File: src/rtl/lldma_pkg.sv
package lldma_pkg;
  typedef enum logic [2:0] {
    ST_IDLE, ST_FETCH, ST_LOAD, ST_RD, ST_WR, ST_WB
  } eng_state_t;

  localparam logic [2:0] RA_GCTL = 3'd0;
  localparam logic [2:0] RA_CHAN = 3'd1;
  localparam logic [2:0] RA_SRC  = 3'd2;
  localparam logic [2:0] RA_DPTR = 3'd3;
  localparam logic [2:0] RA_IRQ  = 3'd4;

  localparam int DESC_WORDS = 5;
  localparam int OFS_DST    = 1;
  localparam int OFS_NEXT   = 2;
  localparam int OFS_CTLA   = 3;
  localparam int OFS_CTLB   = 4;
  localparam int LAST_BIT   = 0;
endpackage

File: src/rtl/lldma_regs.sv
module lldma_regs
  import lldma_pkg::*;
#(
  parameter int W = 32
) (
  input  logic         clk,
  input  logic         rst,
  input  logic         reg_wr,
  input  logic         reg_rd,
  input  logic [2:0]   reg_addr,
  input  logic [W-1:0] reg_wdata,
  output logic [W-1:0] reg_rdata,
  input  logic         active,
  input  logic         evt_buf,
  input  logic         evt_xfer,
  output logic         glb_en,
  output logic         start,
  output logic         stop,
  output logic [W-1:0] src_init,
  output logic [W-1:0] desc_ptr,
  output logic         irq_buf,
  output logic         irq_xfer
);
  // Channel bit decode: start only when globally enabled and idle
  always_comb begin
    start = reg_wr && (reg_addr == RA_CHAN) && reg_wdata[0] && glb_en && !active;
    stop  = reg_wr && (reg_addr == RA_CHAN) && !reg_wdata[0] && active;
  end

  always_ff @(posedge clk) begin
    if (rst) begin
      glb_en    <= 1'b0;
      src_init  <= '0;
      desc_ptr  <= '0;
      reg_rdata <= '0;
      irq_buf   <= 1'b0;
      irq_xfer  <= 1'b0;
    end else begin
      if (reg_wr) begin
        case (reg_addr)
          RA_GCTL: glb_en   <= reg_wdata[0];
          RA_SRC:  src_init <= reg_wdata;
          RA_DPTR: desc_ptr <= reg_wdata;
          default: ;
        endcase
      end
      if (reg_rd) begin
        case (reg_addr)
          RA_GCTL: reg_rdata <= {{(W-1){1'b0}}, glb_en};
          RA_CHAN: reg_rdata <= {{(W-1){1'b0}}, active};
          RA_SRC:  reg_rdata <= src_init;
          RA_DPTR: reg_rdata <= desc_ptr;
          RA_IRQ:  reg_rdata <= {{(W-2){1'b0}}, irq_xfer, irq_buf};
          default: reg_rdata <= '0;
        endcase
        if (reg_addr == RA_IRQ) begin
          irq_buf  <= 1'b0;
          irq_xfer <= 1'b0;
        end
      end
      // New events take priority over a read clear in the same cycle
      if (evt_buf)  irq_buf  <= 1'b1;
      if (evt_xfer) irq_xfer <= 1'b1;
    end
  end

  assert_rd_clears_R9: assert property (@(posedge clk) disable iff (rst)
    (reg_rd && reg_addr == RA_IRQ && !evt_buf && !evt_xfer) |=> (!irq_buf && !irq_xfer));
endmodule

File: src/rtl/lldma_engine.sv
module lldma_engine
  import lldma_pkg::*;
#(
  parameter int W  = 32,
  parameter int CW = 16
) (
  input  logic         clk,
  input  logic         rst,
  input  logic         start,
  input  logic         stop,
  input  logic [W-1:0] src_init,
  input  logic [W-1:0] desc_ptr,
  output logic         active,
  output logic         evt_buf,
  output logic         evt_xfer,
  output logic         m_req,
  output logic         m_we,
  output logic [W-1:0] m_addr,
  output logic [W-1:0] m_wdata,
  input  logic [W-1:0] m_rdata,
  input  logic         m_ready
);
  localparam logic [2:0] LAST_IDX = 3'(DESC_WORDS - 1);

  eng_state_t   state;
  logic [2:0]   idx;
  logic [W-1:0] ptr_cur, src_cur, dst_cur, dst_d, nxt_d, dbuf;
  logic [W-2:0] ctla;
  logic         ctlb_last, stop_pend;
  logic [CW-1:0] cnt;
  logic         stop_now, last_item;
  logic [W-1:0] wb_word;

  assign active    = (state != ST_IDLE);
  assign stop_now  = stop_pend || stop;
  assign last_item = (nxt_d == '0) || ctlb_last;
  assign wb_word   = {1'b1, ctla[W-2:CW], cnt};

  // Request fields decoded from registered state only
  always_comb begin
    m_req   = 1'b0;
    m_we    = 1'b0;
    m_addr  = ptr_cur + W'(idx);
    m_wdata = '0;
    case (state)
      ST_FETCH: m_req = 1'b1;
      ST_RD: begin
        m_req  = 1'b1;
        m_addr = src_cur;
      end
      ST_WR: begin
        m_req   = 1'b1;
        m_we    = 1'b1;
        m_addr  = dst_cur;
        m_wdata = dbuf;
      end
      ST_WB: begin
        m_req   = 1'b1;
        m_we    = 1'b1;
        m_addr  = ptr_cur + W'(OFS_CTLA);
        m_wdata = wb_word;
      end
      default: ;
    endcase
  end

  always_ff @(posedge clk) begin
    if (rst) begin
      state <= ST_IDLE;
      idx <= '0;
      ptr_cur <= '0; src_cur <= '0; dst_cur <= '0;
      dst_d <= '0; nxt_d <= '0; dbuf <= '0; ctla <= '0;
      ctlb_last <= 1'b0; stop_pend <= 1'b0; cnt <= '0;
      evt_buf <= 1'b0; evt_xfer <= 1'b0;
    end else begin
      evt_buf  <= 1'b0;
      evt_xfer <= 1'b0;
      if (stop && state != ST_IDLE) stop_pend <= 1'b1;
      case (state)
        ST_IDLE: if (start) begin
          ptr_cur   <= desc_ptr;
          idx       <= '0;
          stop_pend <= 1'b0;
          state     <= ST_FETCH;
        end
        ST_FETCH: if (m_ready) begin
          case (idx)
            3'(OFS_DST):  dst_d     <= m_rdata;
            3'(OFS_NEXT): nxt_d     <= m_rdata;
            3'(OFS_CTLA): ctla      <= m_rdata[W-2:0];
            3'(OFS_CTLB): ctlb_last <= m_rdata[LAST_BIT];
            default: ;
          endcase
          if (stop_now)             state <= ST_IDLE;
          else if (idx == LAST_IDX) state <= ST_LOAD;
          else                      idx   <= idx + 3'd1;
        end
        ST_LOAD: begin
          src_cur <= src_init;
          dst_cur <= dst_d;
          cnt     <= ctla[CW-1:0];
          if (stop_now)                 state <= ST_IDLE;
          else if (ctla[CW-1:0] == '0)  state <= ST_WB;
          else                          state <= ST_RD;
        end
        ST_RD: if (m_ready) begin
          dbuf  <= m_rdata;
          state <= ST_WR;
        end
        ST_WR: if (m_ready) begin
          src_cur <= src_cur + 1'b1;
          dst_cur <= dst_cur + 1'b1;
          cnt     <= cnt - 1'b1;
          if (stop_now)             state <= ST_IDLE;
          else if (cnt == CW'(1))   state <= ST_WB;
          else                      state <= ST_RD;
        end
        ST_WB: if (m_ready) begin
          if (stop_now) state <= ST_IDLE;
          else if (last_item) begin
            evt_xfer <= 1'b1;
            state    <= ST_IDLE;
          end else begin
            evt_buf <= 1'b1;
            ptr_cur <= nxt_d;
            idx     <= '0;
            state   <= ST_FETCH;
          end
        end
        default: state <= ST_IDLE;
      endcase
    end
  end

  assert_req_hold_R11: assert property (@(posedge clk) disable iff (rst)
    (m_req && !m_ready) |=> (m_req && $stable(m_addr) && $stable(m_we) && $stable(m_wdata)));
  assert_wb_empty_R6: assert property (@(posedge clk) disable iff (rst)
    (m_req && m_we && m_ready && state == ST_WB) |-> (cnt == '0));
  assert_evt_excl_R7: assert property (@(posedge clk) disable iff (rst)
    $onehot0({evt_buf, evt_xfer}));
  assert_xfer_idle_R8: assert property (@(posedge clk) disable iff (rst)
    evt_xfer |-> !active);
endmodule

File: src/rtl/ll_dma_channel.sv
module ll_dma_channel #(
  parameter int W  = 32,
  parameter int CW = 16
) (
  input  logic         clk,
  input  logic         rst,
  input  logic         reg_wr,
  input  logic         reg_rd,
  input  logic [2:0]   reg_addr,
  input  logic [W-1:0] reg_wdata,
  output logic [W-1:0] reg_rdata,
  output logic         irq_buf,
  output logic         irq_xfer,
  output logic         m_req,
  output logic         m_we,
  output logic [W-1:0] m_addr,
  output logic [W-1:0] m_wdata,
  input  logic [W-1:0] m_rdata,
  input  logic         m_ready
);
  logic active, evt_buf, evt_xfer, glb_en, start, stop;
  logic [W-1:0] src_init, desc_ptr;

  lldma_regs #(.W(W)) u_regs (
    .clk(clk), .rst(rst), .reg_wr(reg_wr), .reg_rd(reg_rd), .reg_addr(reg_addr),
    .reg_wdata(reg_wdata), .reg_rdata(reg_rdata), .active(active),
    .evt_buf(evt_buf), .evt_xfer(evt_xfer), .glb_en(glb_en), .start(start),
    .stop(stop), .src_init(src_init), .desc_ptr(desc_ptr),
    .irq_buf(irq_buf), .irq_xfer(irq_xfer)
  );

  lldma_engine #(.W(W), .CW(CW)) u_engine (
    .clk(clk), .rst(rst), .start(start), .stop(stop), .src_init(src_init),
    .desc_ptr(desc_ptr), .active(active), .evt_buf(evt_buf), .evt_xfer(evt_xfer),
    .m_req(m_req), .m_we(m_we), .m_addr(m_addr), .m_wdata(m_wdata),
    .m_rdata(m_rdata), .m_ready(m_ready)
  );

  assert_start_gated_R1: assert property (@(posedge clk) disable iff (rst)
    $rose(active) |-> $past(glb_en));
endmodule

File: config.mk
export PLATFORM = sky130hd
export DESIGN_NAME = ll_dma_channel
export DESIGN_NICKNAME = d
export VERILOG_FILES = /design/src/rtl/lldma_pkg.sv /design/src/rtl/lldma_regs.sv /design/src/rtl/lldma_engine.sv /design/src/rtl/ll_dma_channel.sv
export SDC_FILE = /design/constraint.sdc
export NUM_CORES = 1
export LEC_CHECK = 0
export ABC_AREA = 1
export BUFFER_PORTS_ARGS = -buffer_cell sky130_fd_sc_hd__buf_2
export CORE_UTILIZATION = 39
export CTS_BUF_LIST = sky130_fd_sc_hd__clkbuf_4 sky130_fd_sc_hd__clkbuf_8 sky130_fd_sc_hd__clkbuf_16
export DETAILED_ROUTE_END_ITERATION = 12
export HOLD_SLACK_MARGIN = 0.1
export PLACE_DENSITY_LB_ADDON = 0.25
export SLEW_MARGIN = 20
export SYNTH_ARGS = -nofsm -noshare
export SYNTH_HDL_FRONTEND = slang
export SYNTH_SLANG_ARGS = --single-unit
File: constraint.sdc
create_clock -name clk -period 3.6 [get_ports clk]
set_input_delay 0.72 -clock clk [delete_from_list [all_inputs] [get_ports clk]]
set_output_delay 0.72 -clock clk [all_outputs]
set_load 0.05 [all_outputs]
* Word-level counts from Yosys, hierarchy flattened
Index checks and enable logic that the tools add are counted.
Cells by class: equality and inequality tests 24, mux-type cells 47, bitwise operators 2, add/subtract/negate cells 6, reductions and logical operators 40
Operators with widths (number):
- 32-bit case mux with 2 select lines | 4
- 32-bit two-way mux | 6
- 32-bit case mux with 5 select lines | 1
- 32-bit case mux with 3 select lines | 1
- 32-bit by 1-bit adder with 32-bit output (second input constant) | 2
- 3-bit two-way mux | 19
- 32-bit by 2-bit adder with 32-bit output (second input constant) | 1
- 32-bit by 3-bit adder with 32-bit output | 1
- 32-bit logical NOT | 1
- 16-bit case mux with 2 select lines | 1
- 3-bit by 2-bit equality test with 1-bit output (second input constant) | 6
- 2-bit != test (second input constant) | 9
- 3-bit case mux with 6 select lines | 1
- 16-bit by 1-bit equality test with 1-bit output (second input constant) | 1
- 16-bit logical NOT | 1
- 16-bit two-way mux | 1
- 16-bit by 1-bit subtractor with 16-bit output (second input constant) | 1
- 2-bit AND reduction | 7
- 3-bit equality test (second input constant) | 4
- 1-bit two-way mux | 12
- 3-bit AND reduction | 4
- 2-bit nonzero test | 6
- 3-bit by 1-bit equality test with 1-bit output (second input constant) | 3
- 3-bit case mux with 3 select lines | 1
- 13 further kinds | 25
Storage, ports and cells: bits in registers 348, input port bits 72

* Longest topological paths before layout
depth after elaboration 8, depth in mapped cells 19

* Modules after synthesis
Synthesis repeated with hierarchy kept, for this count alone.
Second synthesis, totals: cell total of the unflattened synthesis 2888, area total of the unflattened synthesis 18352.6 um^2
By module, submodules not included:
- lldma_engine | times used 1, cells each 2358, area each 14466.4 um^2, sequential area each 4984.8 um^2
- lldma_regs | times used 1, cells each 530, area each 3886.2 um^2, sequential area each 1981.9 um^2

* Least setup slack after synthesis
No wires, ideal clock.
path type reg2out, start point reg u_engine.state[0], end point out m_addr[8], setup slack -0.238 ns, required time 2.880 ns, stages on the path, launching flop included 17, data arrival time 3.118 ns, path through dfxtp_1 -> nand2_2 -> inv_2 -> nand2_4 -> clkbuf_1 -> buf_1 -> nand2_1 -> ha_1 -> inv_1 -> fa_1 -> inv_1 -> nand2_1 -> a21oi_1 -> nand2_1 -> inv_1 -> nor2_1 -> o221ai_1
Between the ends: word-level cells in the longest chain between the ends 2, elaborated cells between the ends (all ways) 4
RTL lines:
- start, declared | RTL line lldma_engine.sv:25 | eng_state_t state;
- start signal, assigned | RTL line lldma_engine.sv:69 | state <= ST_IDLE;
- start signal, assigned | RTL line lldma_engine.sv:84 | state <= ST_FETCH;
- start signal, assigned | RTL line lldma_engine.sv:94 | if (stop_now) state <= ST_IDLE;
- 3-bit equality test / 3-bit by 2-bit equality test with 1-bit output (equally long branches) | RTL line lldma_engine.sv:45 | case (state)
- 32-bit case mux with 3 select lines (*) | RTL line lldma_engine.sv:45
- end, declared | RTL line ll_dma_channel.sv:16 | output logic [W-1:0] m_addr,
Every way passes the cells marked *; elsewhere a longest branch is shown, timed or not.

* Final worst setup path
start point reg u_engine.state[1], end point out m_addr[24]
Same word-level chain as after synthesis.

==> reports/qor.yml <==
status: "complete, but fails checks"
violations: "negative setup slack"
drcViolationCount: 0
r2r_setup_slack_ns: 0.82
fin_crit_sh: 1.01
first_global_vias: 17700
clock_latency_ns: 0.58
multi_input_area_um2: 9200
p_per_area_nw_per_um2: 453
drive_gt1_frac: 0.134
drtIter0Drc: 1991
syn_to_final_growth_pct: 18.7
die_h_um: 217
initial_core_util: 0.396
die_x_um: 217
fmax_mhz: 275
cp.required_ns: 2.88
worst_path_max_delay_cell: "fa_2"
postLayoutCoreUtil: 0.470
r2r_end: "u_engine.dst_cur[27]"
clk_path_buf_depth: 3
cp.arrival_ns: 2.91
whs_ns: 0.398
clock_power_share: 0.474
hold_path_class: "in -> reg"
yosysWarnings: 0
maxCapViolations: 0
setup_viol: 2
ff2ff_path_depth: 10
nets: 2962
cp_num_buf_inv: 7
p_int_w: 0.00713
placed_cells: 3420
startpoint_type: "flip-flop"
sw_frac_of_total: 0.265
finalMaxSlewViolations: 0
dieArea_um2: 47100
async_flop_share: 0
p_leak_nw: 8.29
wire_per_inst_um: 19.6
synth-edff-count: 0
worst-setup-path-type: "reg -> out"
cts-root-buf: "clkbuf_16"
io-pin-count: 172
seq_power_share: 0.414
critPathMaxFanout: 4
synth_common_cells: "nand2_1 (544), inv_1 (368), o21ai_0 (350), dfxtp_1 (348), nor2_1 (319)"
cts_tree: "yes"
antenna_found_initial: 1
final_cells: 3507
ant_nets: 0
power_frac_comb: 0.112
dr.pass1.iters: 6
synth_area_leaders: "dfxtp_1 (39%), nand2_1 (11%), o21ai_0 (9.7%)"
dp_slack_ns: 0.0798
cp_top_family: "buffers and inverters"
worstMarginPinSlew_ns: 1.11
hold_viol: 0
crit_path_max_incr_delay_ns: 0.33
yosysUniqueCellTypes: 41
path_clk_slew_ns: 0.06
slew_headroom: 0.259
syn_avg_cell_area_um2: 6.52
cp-endpoint: "m_addr[24]"
cts.sinks: 348
synth_nets: 2850
grt_overflow: 0
fillers: 4766
grt_pass1_wl_um: 105000
synth.largest_area_cell: "dfxtp_1"
numCtsBuffers: 42
place.gp.congestion: 0.975
rows: 78
core_area_um2: 45500
period_needed_ns: 3.63
worstSetupStartpoint: "u_engine.state[1]"
grt_usage: 0.287
vias: 19000
ys_seq_area_frac: 0.386
rr_startpoint: "u_engine.state[1]"
fin_ws_ns: -0.0304
numPortBuffers: 171
switching_power_w: 0.00257
synthCells: 2765
syn_area_um2: 18000
ys.flop_type: "dfxtp_1"
crit_chain: "inv_2 > nand2_4 > inv_2 > nand2_4 > nand2_4 > ha_4 > inv_2 > fa_2 > inv_2 > nand2_4 > a21oi_4 > nand2_4 > buf_6 > inv_2 > nand2_2 > xor2_1 > nand2_1 > nand3b_1 > buf_12"
ir_drop_mv: 0.295
synth_top_area_frac: 0.386
end_kind: "primary output"
wl_um: 68800
via_per_inst: 5.43
grt_max_degree: 119
htreeDepth: 2
dp_hpwl_um: 50400
clock_skew_ns: 0.0136
synth_most_common_cell: "nand2_1"
grt_setup_unrepaired: "yes"
ys_ff_latch: 348
cp_num_cells: 19
seqCellArea_um2: 6970
==> state kept, by name, indices dropped and copies added, names as in the netlist, 3 cells and up <==
signal	count
u_regs.desc_ptr	32
u_engine.nxt_d	32
u_engine.idx	3
u_engine.state	3
u_engine.src_cur	32
u_engine.ptr_cur	32
u_engine.dst_cur	32
u_engine.dst_d	32
u_regs.reg_rdata	32
u_engine.cnt	16
u_regs.src_init	32
u_engine.dbuf	32
u_engine.ctla	31
==> cell usage in the layout, fill, tap and decap left out, types with 7 or more instances in the layout <==
cell / instances
a211oi_1: 7
a21oi_1: 222
a31oi_1: 29
buf_12: 7
buf_2: 144
buf_4: 57
buf_6: 13
clkbuf_16: 43
clkbuf_4: 10
clkbuf_8: 8
dfxtp_1: 346
ha_1: 10
inv_1: 363
inv_2: 31
nand2_1: 535
nand2_4: 9
nand3_1: 91
nand3_2: 8
nand3b_1: 13
nand4_1: 62
nor2_1: 310
nor2_4: 13
nor3_1: 37
o211ai_1: 11
o21ai_0: 347
o221ai_1: 10
o22ai_1: 61
xor2_1: 28
==> worst min path at each step <==
stage,depth (start not counted),slack [ns],end,startpoint
after CTS,3,0.38,u_regs.src_init[7],reg_wdata[7]
final,3,0.40,u_regs.src_init[7],reg_wdata[7]
after detailed placement,2,0.44,u_engine.dbuf[21],u_engine.dbuf[21]
after floorplan,2,0.42,u_regs.irq_buf,u_engine.evt_buf
after global routing,3,0.39,u_regs.src_init[9],reg_wdata[9]
after global placement,2,0.44,u_engine.dbuf[30],u_engine.dbuf[30]
==> final cells by class <==
cell class	count	share of cell area
Clock buffer	61	0.0589
Sequential cell	348	0.326
Antenna cell	2	0.000234
Multi-Input combinational cell	1861	0.430
Tap cell	600	0.0351
Inverter	400	0.0707
Clock inverter	11	0.0105
Timing Repair inverter	1	0.000351
Timing Repair Buffer	223	0.0685
==> power by group through the flow <==
stage / Combinational (W) / Sequential [W] / Clock [W]
after CTS: 0.00105 / 0.00401 / 0.00465
after floorplan: 0.000665 / 0.00407 / 0
after global placement: 0.00101 / 0.00409 / 0
after global routing: 0.00118 / 0.00402 / 0.00481
after detailed placement: 0.00102 / 0.00409 / 0
final: 0.00109 / 0.00401 / 0.00460
==> through the flow <==
step                      power (W)  area [um^2]  setup TNS (ns)
after detailed placement    0.00510        19500               0
final                       0.00970        21400         -0.0356
after CTS                   0.00970        21200          -0.759
after global placement      0.00510        19500               0
after floorplan             0.00473        18100               0
after global routing         0.0100        21400           -2.05
==> cell families (layout without fill, tap and decap cells) <==
kind of cell             Yosys count  in the layout  synth area share
AO/OA/AOI/OAI                    718            718             0.216
adder cells (fa/ha/maj)           13             13           0.00944
buffers and inverters            556            696             0.118
flip-flops                       348            348             0.386
other                              0              2                 0
XOR/XNOR                          30             30            0.0146
AND/OR/NAND/NOR                 1100           1100             0.256
==> routing by layer <==
metal / track usage / part of all wire
met1: 0.410 / 0.46
met2: 0.435 / 0.43
met3: 0.0416 / 0.072
met4: 0.108 / 0.034
met5: 0 / 0
==> worst min-delay path, stage by stage <==
cell and delay, ns:
buf_2 0.09, nor2_1 0.04, nor2_1 0.08
==> repair_timing <==
action                     4_1_cts  5_1_grt
hold buffers                     0        0
pin swaps                        9       15
setup buffers                   11        1
gates cloned                     0        1
setup endpoints to repair       30       30
gates resized for setup         56       49
Power figures use the tool's default switching activity.
